===== config.mk =====
export PLATFORM = sky130hd
export DESIGN_NAME = wake_irq_normalizer
export DESIGN_NICKNAME = d
export VERILOG_FILES = /design/src/rtl/wake_norm_pkg.sv /design/src/rtl/wake_sync.sv /design/src/rtl/wake_line.sv /design/src/rtl/wake_regs.sv /design/src/rtl/wake_irq_normalizer.sv
export SDC_FILE = /design/constraint.sdc
export NUM_CORES = 1
export LEC_CHECK = 0
export BUFFER_PORTS_ARGS = -buffer_cell sky130_fd_sc_hd__buf_2
export CAP_MARGIN = 30
export CORE_UTILIZATION = 55
export CTS_CLUSTER_DIAMETER = 80
export CTS_CLUSTER_SIZE = 16
export DETAILED_ROUTE_END_ITERATION = 8
export PLACE_DENSITY = 0.82
export SYNTH_ARGS = -nofsm -noshare
export SYNTH_HDL_FRONTEND = slang
export SYNTH_SLANG_ARGS = --single-unit
export TNS_END_PERCENT = 10

===== constraint.sdc =====
create_clock -name clk -period 6.55 [get_ports clk]
set_clock_uncertainty 0.05 [all_clocks]
set_input_delay 1.31 -clock clk [delete_from_list [all_inputs] [get_ports clk]]
set_output_delay 1.31 -clock clk [all_outputs]
set_load 0.01 [all_outputs]

===== src/rtl/wake_norm_pkg.sv =====
// Package: shared constants and types for the wakeup polarity normalizer.
// Assumes a 32-bit register word and byte addressing with word-aligned access.
package wake_norm_pkg;

    localparam int WORD_W      = 32;
    localparam int ENABLE_BASE = 32'h010;
    localparam int CLEAR_BASE  = 32'h050;
    localparam int CFG_BASE    = 32'h110;
    localparam int TRIG_W      = 3;

    typedef logic [TRIG_W-1:0] trig_t;

    // Bit meaning inside a trigger code: [2] polarity high, [1] edge mode, [0] both edges
    localparam trig_t TRIG_LVL_LO  = 3'b000;
    localparam trig_t TRIG_FALL    = 3'b010;
    localparam trig_t TRIG_LVL_HI  = 3'b100;
    localparam trig_t TRIG_RISE    = 3'b110;
    localparam trig_t TRIG_BOTH    = 3'b111;

endpackage


===== src/rtl/wake_sync.sv =====
// Module: two-stage synchronizer for a vector of asynchronous inputs.
// Assumes each bit is independent; no bus coherence is implied.
module wake_sync #(
    parameter int WIDTH = 64
) (
    input  logic             clk,
    input  logic             rst_n,
    input  logic [WIDTH-1:0] din,
    output logic [WIDTH-1:0] dout
);

    logic [WIDTH-1:0] stage1_q;
    logic [WIDTH-1:0] stage2_q;

    // Purpose: shift raw inputs through two flops to settle metastability.
    always_ff @(posedge clk) begin
        if (!rst_n) begin
            stage1_q <= '0;
            stage2_q <= '0;
        end else begin
            stage1_q <= din;
            stage2_q <= stage1_q;
        end
    end

    assign dout = stage2_q;

endmodule


===== src/rtl/wake_line.sv =====
// Module: normalizer for one line. It applies polarity, detects edges and keeps a
// sticky pending flag. Assumes din is already synchronized to clk.
module wake_line
    import wake_norm_pkg::*;
(
    input  logic  clk,
    input  logic  rst_n,
    input  logic  din,
    input  logic  en,
    input  trig_t cfg,
    input  logic  clr,
    output logic  irq,
    output logic  pend
);

    logic norm;
    logic prev_q;
    logic edge_ev;
    logic event_now;
    logic irq_q;
    logic pend_q;

    // Purpose: fold polarity and pick edge or level behaviour from the trigger code.
    always_comb begin
        norm      = din ^ ~cfg[2];
        edge_ev   = cfg[0] ? (norm ^ prev_q) : (norm & ~prev_q);
        event_now = cfg[1] ? edge_ev : norm;
    end

    // Purpose: remember the previous normalized level and register output and pending.
    always_ff @(posedge clk) begin
        if (!rst_n) begin
            prev_q <= 1'b0;
            irq_q  <= 1'b0;
            pend_q <= 1'b0;
        end else begin
            prev_q <= norm;
            irq_q  <= en & event_now;
            pend_q <= en & ((pend_q & ~clr) | event_now);
        end
    end

    assign irq  = irq_q;
    assign pend = pend_q;

    // a disabled line produces neither output nor pending
    a_r10_disabled_quiet: assert property (@(posedge clk) disable iff (!rst_n)
        !en |=> (!irq_q && !pend_q));

    // every emitted request is also recorded, even under a clear
    a_r12_irq_implies_pend: assert property (@(posedge clk) disable iff (!rst_n)
        irq_q |-> pend_q);

    // pending holds while enabled and not cleared
    a_r9_pend_sticky: assert property (@(posedge clk) disable iff (!rst_n)
        (pend_q && en && !clr) |=> pend_q);

endmodule


===== src/rtl/wake_regs.sv =====
// Module: register port holding the enable words and trigger codes. It produces
// per-line clear strobes and returns read data combinationally.
// Assumes word-aligned accesses; unmatched addresses read zero and ignore writes.
module wake_regs
    import wake_norm_pkg::*;
#(
    parameter int NUM_LINES = 64,
    parameter int ADDR_W    = 12
) (
    input  logic                       clk,
    input  logic                       rst_n,
    input  logic                       bus_wr,
    input  logic [ADDR_W-1:0]          bus_addr,
    input  logic [WORD_W-1:0]          bus_wdata,
    output logic [WORD_W-1:0]          bus_rdata,
    input  logic [NUM_LINES-1:0]       pend_vec,
    output logic [NUM_LINES-1:0]       en_vec,
    output logic [NUM_LINES-1:0][TRIG_W-1:0] cfg_vec,
    output logic [NUM_LINES-1:0]       clr_vec
);

    localparam int NUM_WORDS = (NUM_LINES + WORD_W - 1) / WORD_W;
    localparam int WIDX_W    = ADDR_W - 2;

    logic [WORD_W-1:0] en_word [NUM_WORDS];
    trig_t             cfg_q   [NUM_LINES];

    logic              aligned;
    logic [ADDR_W-1:0] en_off, clr_off, cfg_off;
    logic [WIDX_W-1:0] en_idx, clr_idx, cfg_idx;
    logic              en_hit, clr_hit, cfg_hit;

    // Purpose: decode the address into one of the three register banks.
    always_comb begin
        aligned = (bus_addr[1:0] == 2'b00);
        en_off  = bus_addr - ADDR_W'(ENABLE_BASE);
        clr_off = bus_addr - ADDR_W'(CLEAR_BASE);
        cfg_off = bus_addr - ADDR_W'(CFG_BASE);
        en_idx  = en_off[ADDR_W-1:2];
        clr_idx = clr_off[ADDR_W-1:2];
        cfg_idx = cfg_off[ADDR_W-1:2];
        en_hit  = aligned && (bus_addr >= ADDR_W'(ENABLE_BASE)) && (en_idx  < WIDX_W'(NUM_WORDS));
        clr_hit = aligned && (bus_addr >= ADDR_W'(CLEAR_BASE))  && (clr_idx < WIDX_W'(NUM_WORDS));
        cfg_hit = aligned && (bus_addr >= ADDR_W'(CFG_BASE))    && (cfg_idx < WIDX_W'(NUM_LINES));
    end

    // Purpose: store enable words; reset disables every line.
    always_ff @(posedge clk) begin
        if (!rst_n) begin
            for (int w = 0; w < NUM_WORDS; w++) en_word[w] <= '0;
        end else if (bus_wr && en_hit) begin
            for (int w = 0; w < NUM_WORDS; w++)
                if (en_idx == WIDX_W'(w)) en_word[w] <= bus_wdata;
        end
    end

    // Purpose: store trigger codes; reset selects level active-high.
    always_ff @(posedge clk) begin
        if (!rst_n) begin
            for (int n = 0; n < NUM_LINES; n++) cfg_q[n] <= TRIG_LVL_HI;
        end else if (bus_wr && cfg_hit) begin
            for (int n = 0; n < NUM_LINES; n++)
                if (cfg_idx == WIDX_W'(n)) cfg_q[n] <= bus_wdata[TRIG_W-1:0];
        end
    end

    // Purpose: spread stored words into per-line enables, codes and clear strobes.
    always_comb begin
        for (int n = 0; n < NUM_LINES; n++) begin
            en_vec[n]  = en_word[n / WORD_W][n % WORD_W];
            cfg_vec[n] = cfg_q[n];
            clr_vec[n] = bus_wr && clr_hit && (clr_idx == WIDX_W'(n / WORD_W))
                         && bus_wdata[n % WORD_W];
        end
    end

    // Purpose: return the addressed word; pending bits appear in the clear bank.
    always_comb begin
        bus_rdata = '0;
        if (en_hit) begin
            for (int w = 0; w < NUM_WORDS; w++)
                if (en_idx == WIDX_W'(w)) bus_rdata = en_word[w];
        end else if (clr_hit) begin
            for (int n = 0; n < NUM_LINES; n++)
                if (clr_idx == WIDX_W'(n / WORD_W)) bus_rdata[n % WORD_W] = pend_vec[n];
        end else if (cfg_hit) begin
            for (int n = 0; n < NUM_LINES; n++)
                if (cfg_idx == WIDX_W'(n)) bus_rdata = WORD_W'(cfg_q[n]);
        end
    end

    // a write to the first enable word lands there on the next cycle
    a_r2_enable_store: assert property (@(posedge clk) disable iff (!rst_n)
        (bus_wr && bus_addr == ADDR_W'(ENABLE_BASE)) |=> (en_word[0] == $past(bus_wdata)));

    // a write to line 0's trigger word keeps only the low three bits
    a_r3_cfg_store: assert property (@(posedge clk) disable iff (!rst_n)
        (bus_wr && bus_addr == ADDR_W'(CFG_BASE)) |=> (cfg_q[0] == $past(bus_wdata[TRIG_W-1:0])));

endmodule


===== src/rtl/wake_irq_normalizer.sv =====
// Module: top of the wakeup polarity normalizer. It synchronizes the raw lines and
// runs one normalizer per line under register control.
// Assumes NUM_LINES <= 256 and ADDR_W wide enough for 0x110 + 4*NUM_LINES.
module wake_irq_normalizer
    import wake_norm_pkg::*;
#(
    parameter int NUM_LINES = 64,
    parameter int ADDR_W    = 12
) (
    input  logic                 clk,
    input  logic                 rst_n,
    input  logic [NUM_LINES-1:0] irq_in,
    input  logic                 bus_wr,
    input  logic [ADDR_W-1:0]    bus_addr,
    input  logic [WORD_W-1:0]    bus_wdata,
    output logic [WORD_W-1:0]    bus_rdata,
    output logic [NUM_LINES-1:0] irq_out
);

    logic [NUM_LINES-1:0]             sync_vec;
    logic [NUM_LINES-1:0]             en_vec;
    logic [NUM_LINES-1:0]             clr_vec;
    logic [NUM_LINES-1:0]             pend_vec;
    logic [NUM_LINES-1:0][TRIG_W-1:0] cfg_vec;

    wake_sync #(.WIDTH(NUM_LINES)) u_sync (
        .clk  (clk),
        .rst_n(rst_n),
        .din  (irq_in),
        .dout (sync_vec)
    );

    wake_regs #(.NUM_LINES(NUM_LINES), .ADDR_W(ADDR_W)) u_regs (
        .clk      (clk),
        .rst_n    (rst_n),
        .bus_wr   (bus_wr),
        .bus_addr (bus_addr),
        .bus_wdata(bus_wdata),
        .bus_rdata(bus_rdata),
        .pend_vec (pend_vec),
        .en_vec   (en_vec),
        .cfg_vec  (cfg_vec),
        .clr_vec  (clr_vec)
    );

    for (genvar n = 0; n < NUM_LINES; n++) begin : g_line
        wake_line u_line (
            .clk  (clk),
            .rst_n(rst_n),
            .din  (sync_vec[n]),
            .en   (en_vec[n]),
            .cfg  (cfg_vec[n]),
            .clr  (clr_vec[n]),
            .irq  (irq_out[n]),
            .pend (pend_vec[n])
        );
    end

endmodule


==> metrics.txt, run 1 <==
TritonRoute pass-1 iters=6; Setup crit end kind=output port; period utilization=91.6%; CP required=5.19 ns; DRC Markers=0; DRT Wirelength=81,900 um; standard-cell rows=77; setup_tns=0 ns; sequential-to-total area share from yosys stat=56.0%; setup slack, reg-to-reg=4.27 ns; die height=216 um; main combinational cell family by area after synthesis=simple AND/OR/NAND/NOR gates; Compound-Gate Fraction of Synth Area=12.3%; WP buf/inv=4; final setup fails=0; post-synthesis adder-cell area fraction=3.18%; fin cells=3,116; distinct cell type count after synthesis=82; RSZ-0062 raised after global routing=no; Cell Area, Synth=0.0251 sq mm; total number of vias=19,457; PD cells=268 mW/mm^2; status=completed; biggest area consumer among synthesized cells=edfxtp_1; initial DRC count=2,827; die area=0.0466 sq mm; post-CTS sizing=0; Post-CTS Hold Buffers=0; arrival time at the worst endpoint=4.64 ns; worst reg2reg path startpoint=u_regs.cfg_q[0][44]; Max Fclk=0.167 GHz; placed cells=3,036; FILL cells=3,598; CTS tree=yes; capture point of the worst reg-to-reg path=g_line[14].u_line.pend; crit path launch type=input port; die width=216 um; Mean Syn Cell Area=10.6 sq um; number of global-route vias before repair=18,457; Remaining Overflow, GRT=0; first-pass GRT wire length=119,000 um; VDD IR max=0.000335 V; Clock Tree Root=clkbuf_16; hold path endpoint=u_sync.dout[58]; Worst Hold Depth=1; Syn Inst Count=2,372; Max stage delay on crit path=0.50 ns; I/O pin count=207; Mapped Nets=2,547; CP cell instances=buf_2, nand4bb_1, nor3_1, buf_4, a32oi_1, o21ai_0, nor3b_1, o41ai_1, buf_4, o211ai_1, nand2_1, buf_2; count leader, synth=dfxtp_1; largest cells by area after synthesis=edfxtp_1, dfxtp_1, and2_1; Max-Cap Viols=0; DP Area=0.0265 sq mm; Synth Flop Type=dfxtp_1; Vias per Instance=6.24; port buffer count=206; layout cells sized above 1=14.0%; share of synthesized flip-flops with an asynchronous set or reset=0%; multiplexer area fraction after synthesis=4.18%; family with the most delay on the worst path=simple AND/OR/NAND/NOR gates; max-slew violations=0; Tightest Pin Transition=0.949 ns; Final #Nets=2,663; largest net degree at the start of global routing=174; Layout area overhead=10.2%; clk_lat worst skew=0.60 ns; H-tree Lvls=2; initial antenna violation count=3; WL/cell=26.3 um; simple-gate portion of the synthesized area=16.6%; Sinks on Clock Net=576; final design utilization=62.0%; core footprint=0.0447 sq mm; yosys warns=0; EDFF count, synth=256; Antenna Nets Post-Route=0; XOR/XNOR Fraction of Synth Area=2.26%; Max FO, Critical Path=16; buffer count from post-CTS setup fixing=0; post-layout min period=6.00 ns; final hold vios=0; Post-synth top cells=dfxtp_1, edfxtp_1, nor2_1; TritonCTS Buffers=42; worst setup path category=input port to output port; hpwl dp=60,700 um; clock-pin slew of the registers on the worst-case setup and hold paths=0.07 ns; Yosys reg bits=576; GRT Total Usage=34.8%; reg2reg path depth=7; design area=0.0277 sq mm; starting density of the core=56.3%; Slew HR=36.3%; FF+latch area=0.0141 sq mm; GP Congestion=1.04; Synth top area share=30.6%; Hold Startpoint=u_sync.stage1_q[58]; CP max-delay cell=o21ai_0; CTS Buffer Depth=3; Design Power=7.44 mW; HP Class=register to register; leak pwr=10.9 nW; Multi-input gate area=0.00975 sq mm
[sequential cells by signal, summed over array words and instances (netlist names)]
| register | count |
|---|---|
| g_line.u_line.irq | 64 |
| g_line.u_line.pend | 64 |
| g_line.u_line.prev_q | 64 |
| u_regs.cfg_q | 192 |
| u_regs.en_word | 64 |
| u_sync.dout | 64 |
| u_sync.stage1_q | 64 |
[report_power, final]
group / switching [mW] / internal [mW]
registers: 0.156 / 3.99
clock network: 1.24 / 1.24
logic: 0.515 / 0.294
[layer usage]
metal	track usage (%)	wire length (um)	vias up
li1	-	-	8623
met3	6.72	8210	188
met4	15.7	4050	0
met5	0	0	-
met2	53.4	36300	1261
met1	47.8	33300	9385
[cell type report]
class	count	area share (%)
antenna	2	0.0181
tap	592	2.67
clock buffer	73	4.25
sequential	576	50.8
timing repair buffer	267	5.50
clock inverter	5	0.275
multi-input combinational	1506	35.2
inverter	95	1.29
[per-stage QoR]
| stage | setup WS (ns) | hold slack [ns] |
|---|---|---|
| after global placement | 0.590 | 0.365 |
| after CTS | 0.655 | 0.384 |
| after floorplan | 0.658 | 0.362 |
| after global routing | 0.454 | 0.392 |
| after detailed placement | 0.690 | 0.367 |
| final | 0.552 | 0.384 |
[cells in the final DEF, fill, tap and decap left out, types with 11 or more instances in the layout]
cell         n
a211oi_1    26
a21oi_1     76
a22oi_1     73
a41o_1      64
and2_1     229
buf_2      205
buf_4       59
clkbuf_1    30
clkbuf_16   42
dfxtp_1    320
edfxtp_1   256
ha_1        64
inv_1       94
mux2i_1     77
nand2_1    221
nand2b_1    12
nand3_1     43
nand4_1     15
nor2_1     232
nor3_1      25
nor4_1      11
o21ai_0     66
o22ai_1     42
xnor2_1     64
[worst register-to-register path, delay by kind of cell (launching register included)]
family / cells / cell delay (ns)
XOR/XNOR: 1 / 0.21
AO/OA/AOI/OAI: 2 / 0.31
AND/OR/NAND/NOR: 2 / 0.29
flip-flops: 1 / 0.44
multiplexers: 1 / 0.68
adder cells (fa/ha/maj): 1 / 0.23
[kinds of logic after synthesis]
logic type,Yosys count
buf+inv,290
flops,576
xor+xnor,65
mux,94
simple gates,850
compound gates,433
fa+ha+maj,64
[worst max-delay path by stage]
stage	start	end	slack (ns)	cells after the start
5_1_grt	bus_addr[7]	bus_rdata[2]	0.45	12
2_1_floorplan	bus_addr[5]	u_regs.en_word[0][0]	0.66	7
3_5_place_dp	bus_addr[7]	bus_rdata[2]	0.69	12
3_3_place_gp	bus_addr[7]	bus_rdata[2]	0.59	12
4_1_cts	bus_addr[7]	bus_rdata[2]	0.65	12
6_report	bus_addr[7]	bus_rdata[2]	0.55	12
Power figures use the tool's default switching activity.
==> run 2, diff against run 1 <==
--- a/config.mk
+++ b/config.mk
@@ -11,7 +11,7 @@
 export CTS_CLUSTER_DIAMETER = 80
 export CTS_CLUSTER_SIZE = 16
 export DETAILED_ROUTE_END_ITERATION = 8
-export PLACE_DENSITY = 0.82
+export PLACE_DENSITY = 0.74
 export SYNTH_ARGS = -nofsm -noshare
 export SYNTH_HDL_FRONTEND = slang
 export SYNTH_SLANG_ARGS = --single-unit
==> constraint.sdc (replaced) <==
create_clock -name clk -period 7.4 [get_ports clk]
set_clock_uncertainty 0.05 [all_clocks]
set_input_delay 1.48 -clock clk [delete_from_list [all_inputs] [get_ports clk]]
set_output_delay 1.48 -clock clk [all_outputs]
set_load 0.01 [all_outputs]
==> run 2 against run 1 <==
Via count rose by 0.11%. Largest power group unchanged. Design area barely moved. Core utilization barely moved. Register-to-register slack improved by 0.84 ns. First-iteration DRC count fell by 18%. Critical path type unchanged. Highest routed layer is now met5. Wire length rose by 4.2%. Critical endpoint is now bus_rdata[8].
==> metrics.txt, run 2 (same netlist as run 1, synthesis figures left out) <==
status=completed; hpwl dp=63,000 um; starting density of the core=56.3%; GRT Total Usage=36.4%; CTS Buffer Depth=3; Layout area overhead=10.2%; fin cells=3,109; Post-CTS Hold Buffers=0; period utilization=86.3%; worst setup path category=input port to output port; CP cell instances=buf_2, o21ai_1, nand4_1, nor2_2, buf_4, a22oi_1, o22ai_1, buf_2; die area=0.0466 sq mm; total number of vias=19,479; post-layout min period=6.39 ns; Setup crit end kind=output port; Sinks on Clock Net=576; first-pass GRT wire length=124,000 um; port buffer count=206; final setup fails=0; most common cell after layout, fill and taps aside=dfxtp_1; Max stage delay on crit path=0.74 ns; PD cells=240 mW/mm^2; layout cells sized above 1=13.9%; WL/cell=27.4 um; CP required=5.87 ns; Hold Startpoint=u_sync.stage1_q[53]; CP max-delay cell=nor2_2; crit path launch type=input port; TritonCTS Buffers=43; core footprint=0.0447 sq mm; die width=216 um; number of global-route vias before repair=18,410; Final #Nets=2,658; HP Class=register to register; CTS tree=yes; DRT Wirelength=85,300 um; buffer count from post-CTS setup fixing=0; clk_lat worst skew=0.60 ns; Clock Tree Root=clkbuf_16; placed cells=3,029; GP Congestion=0.988; arrival time at the worst endpoint=4.86 ns; VDD IR max=0.000226 V; initial antenna violation count=4; clock-pin slew of the registers on the worst-case setup and hold paths=0.07 ns; max-slew violations=0; PnR worst setup slack=1.01 ns; Slew HR=30.8%; Max FO, Critical Path=30; Most flops, register=u_regs.cfg_q; setup_tns=0 ns; Remaining Overflow, GRT=0; Tightest Pin Transition=1.03 ns; Antenna Nets Post-Route=0; Most Frequent Cell on Critical Path=buf_2; Max-Cap Viols=0; max reg flops=192; leak pwr=10.9 nW; Vias per Instance=6.27; DRC Markers=0; Critical path origin=bus_addr[5]; I/O pin count=207; H-tree Lvls=2; die height=216 um; largest net degree at the start of global routing=116; worst slack, placed=1.09 ns; worst reg2reg path startpoint=u_regs.cfg_q[0][74]; most frequent cells in the layout=dfxtp_1, edfxtp_1, nor2_1, and2_1, nand2_1; standard-cell rows=77; Max Fclk=0.157 GHz; post-CTS sizing=0; TritonRoute pass-1 iters=7; final hold vios=0; RSZ-0062 raised after global routing=no; initial DRC count=2,332
==> run 2: final timing paths <==
kind                       endpoint  cells after the start  slack [ns]
max reg2reg  g_line[24].u_line.pend                      6        5.11
min reg2reg         u_sync.dout[53]                      1        0.38
min                 u_sync.dout[53]                      1        0.38
max                    bus_rdata[8]                      8        1.01
==> run 2: metrics by stage <==
step                hold WS (ns)  instance area [sq um]  util, %  power (mW)
finish                     0.381                  27700     62.0        6.66
global route               0.395                  27700     62.0        6.86
CTS                        0.385                  27700     61.9        6.65
detailed placement         0.368                  26400     59.0        4.44
global placement           0.366                  26400     59.0        4.41
floorplan                  0.362                  25100        -        4.12
==> run 2: layout make-up <==
class,count,area [sq um]
inverters,95,357
multi-input cells,1506,9750
fillers,3698,17000
well taps,592,741
flip-flops and latches,576,14100
repair buffers,261,1470
clock buffers,73,1230
diodes,1,2.50
clock inverters,5,62.6
==> run 2: power by group <==
group          switching [mW]  total [mW]  leakage (nW)  internal [mW]
combinational           0.462       0.720          5.20          0.258
sequential              0.139        3.67          5.12           3.53
clock                    1.12        2.27         0.617           1.15
total                    1.72        6.66          10.9           4.93
==> run 2: layer usage <==
metal	wire [um]	track usage (%)
met1	34700	50.5
met2	37700	55.3
met3	9070	7.30
met4	3780	15.4
met5	13	0
==> run 2: critical path: cells and delay by family <==
family / cells / cell delay, ns
simple gates: 2 / 1.36
buf+inv: 3 / 0.89
compound gates: 3 / 1.07
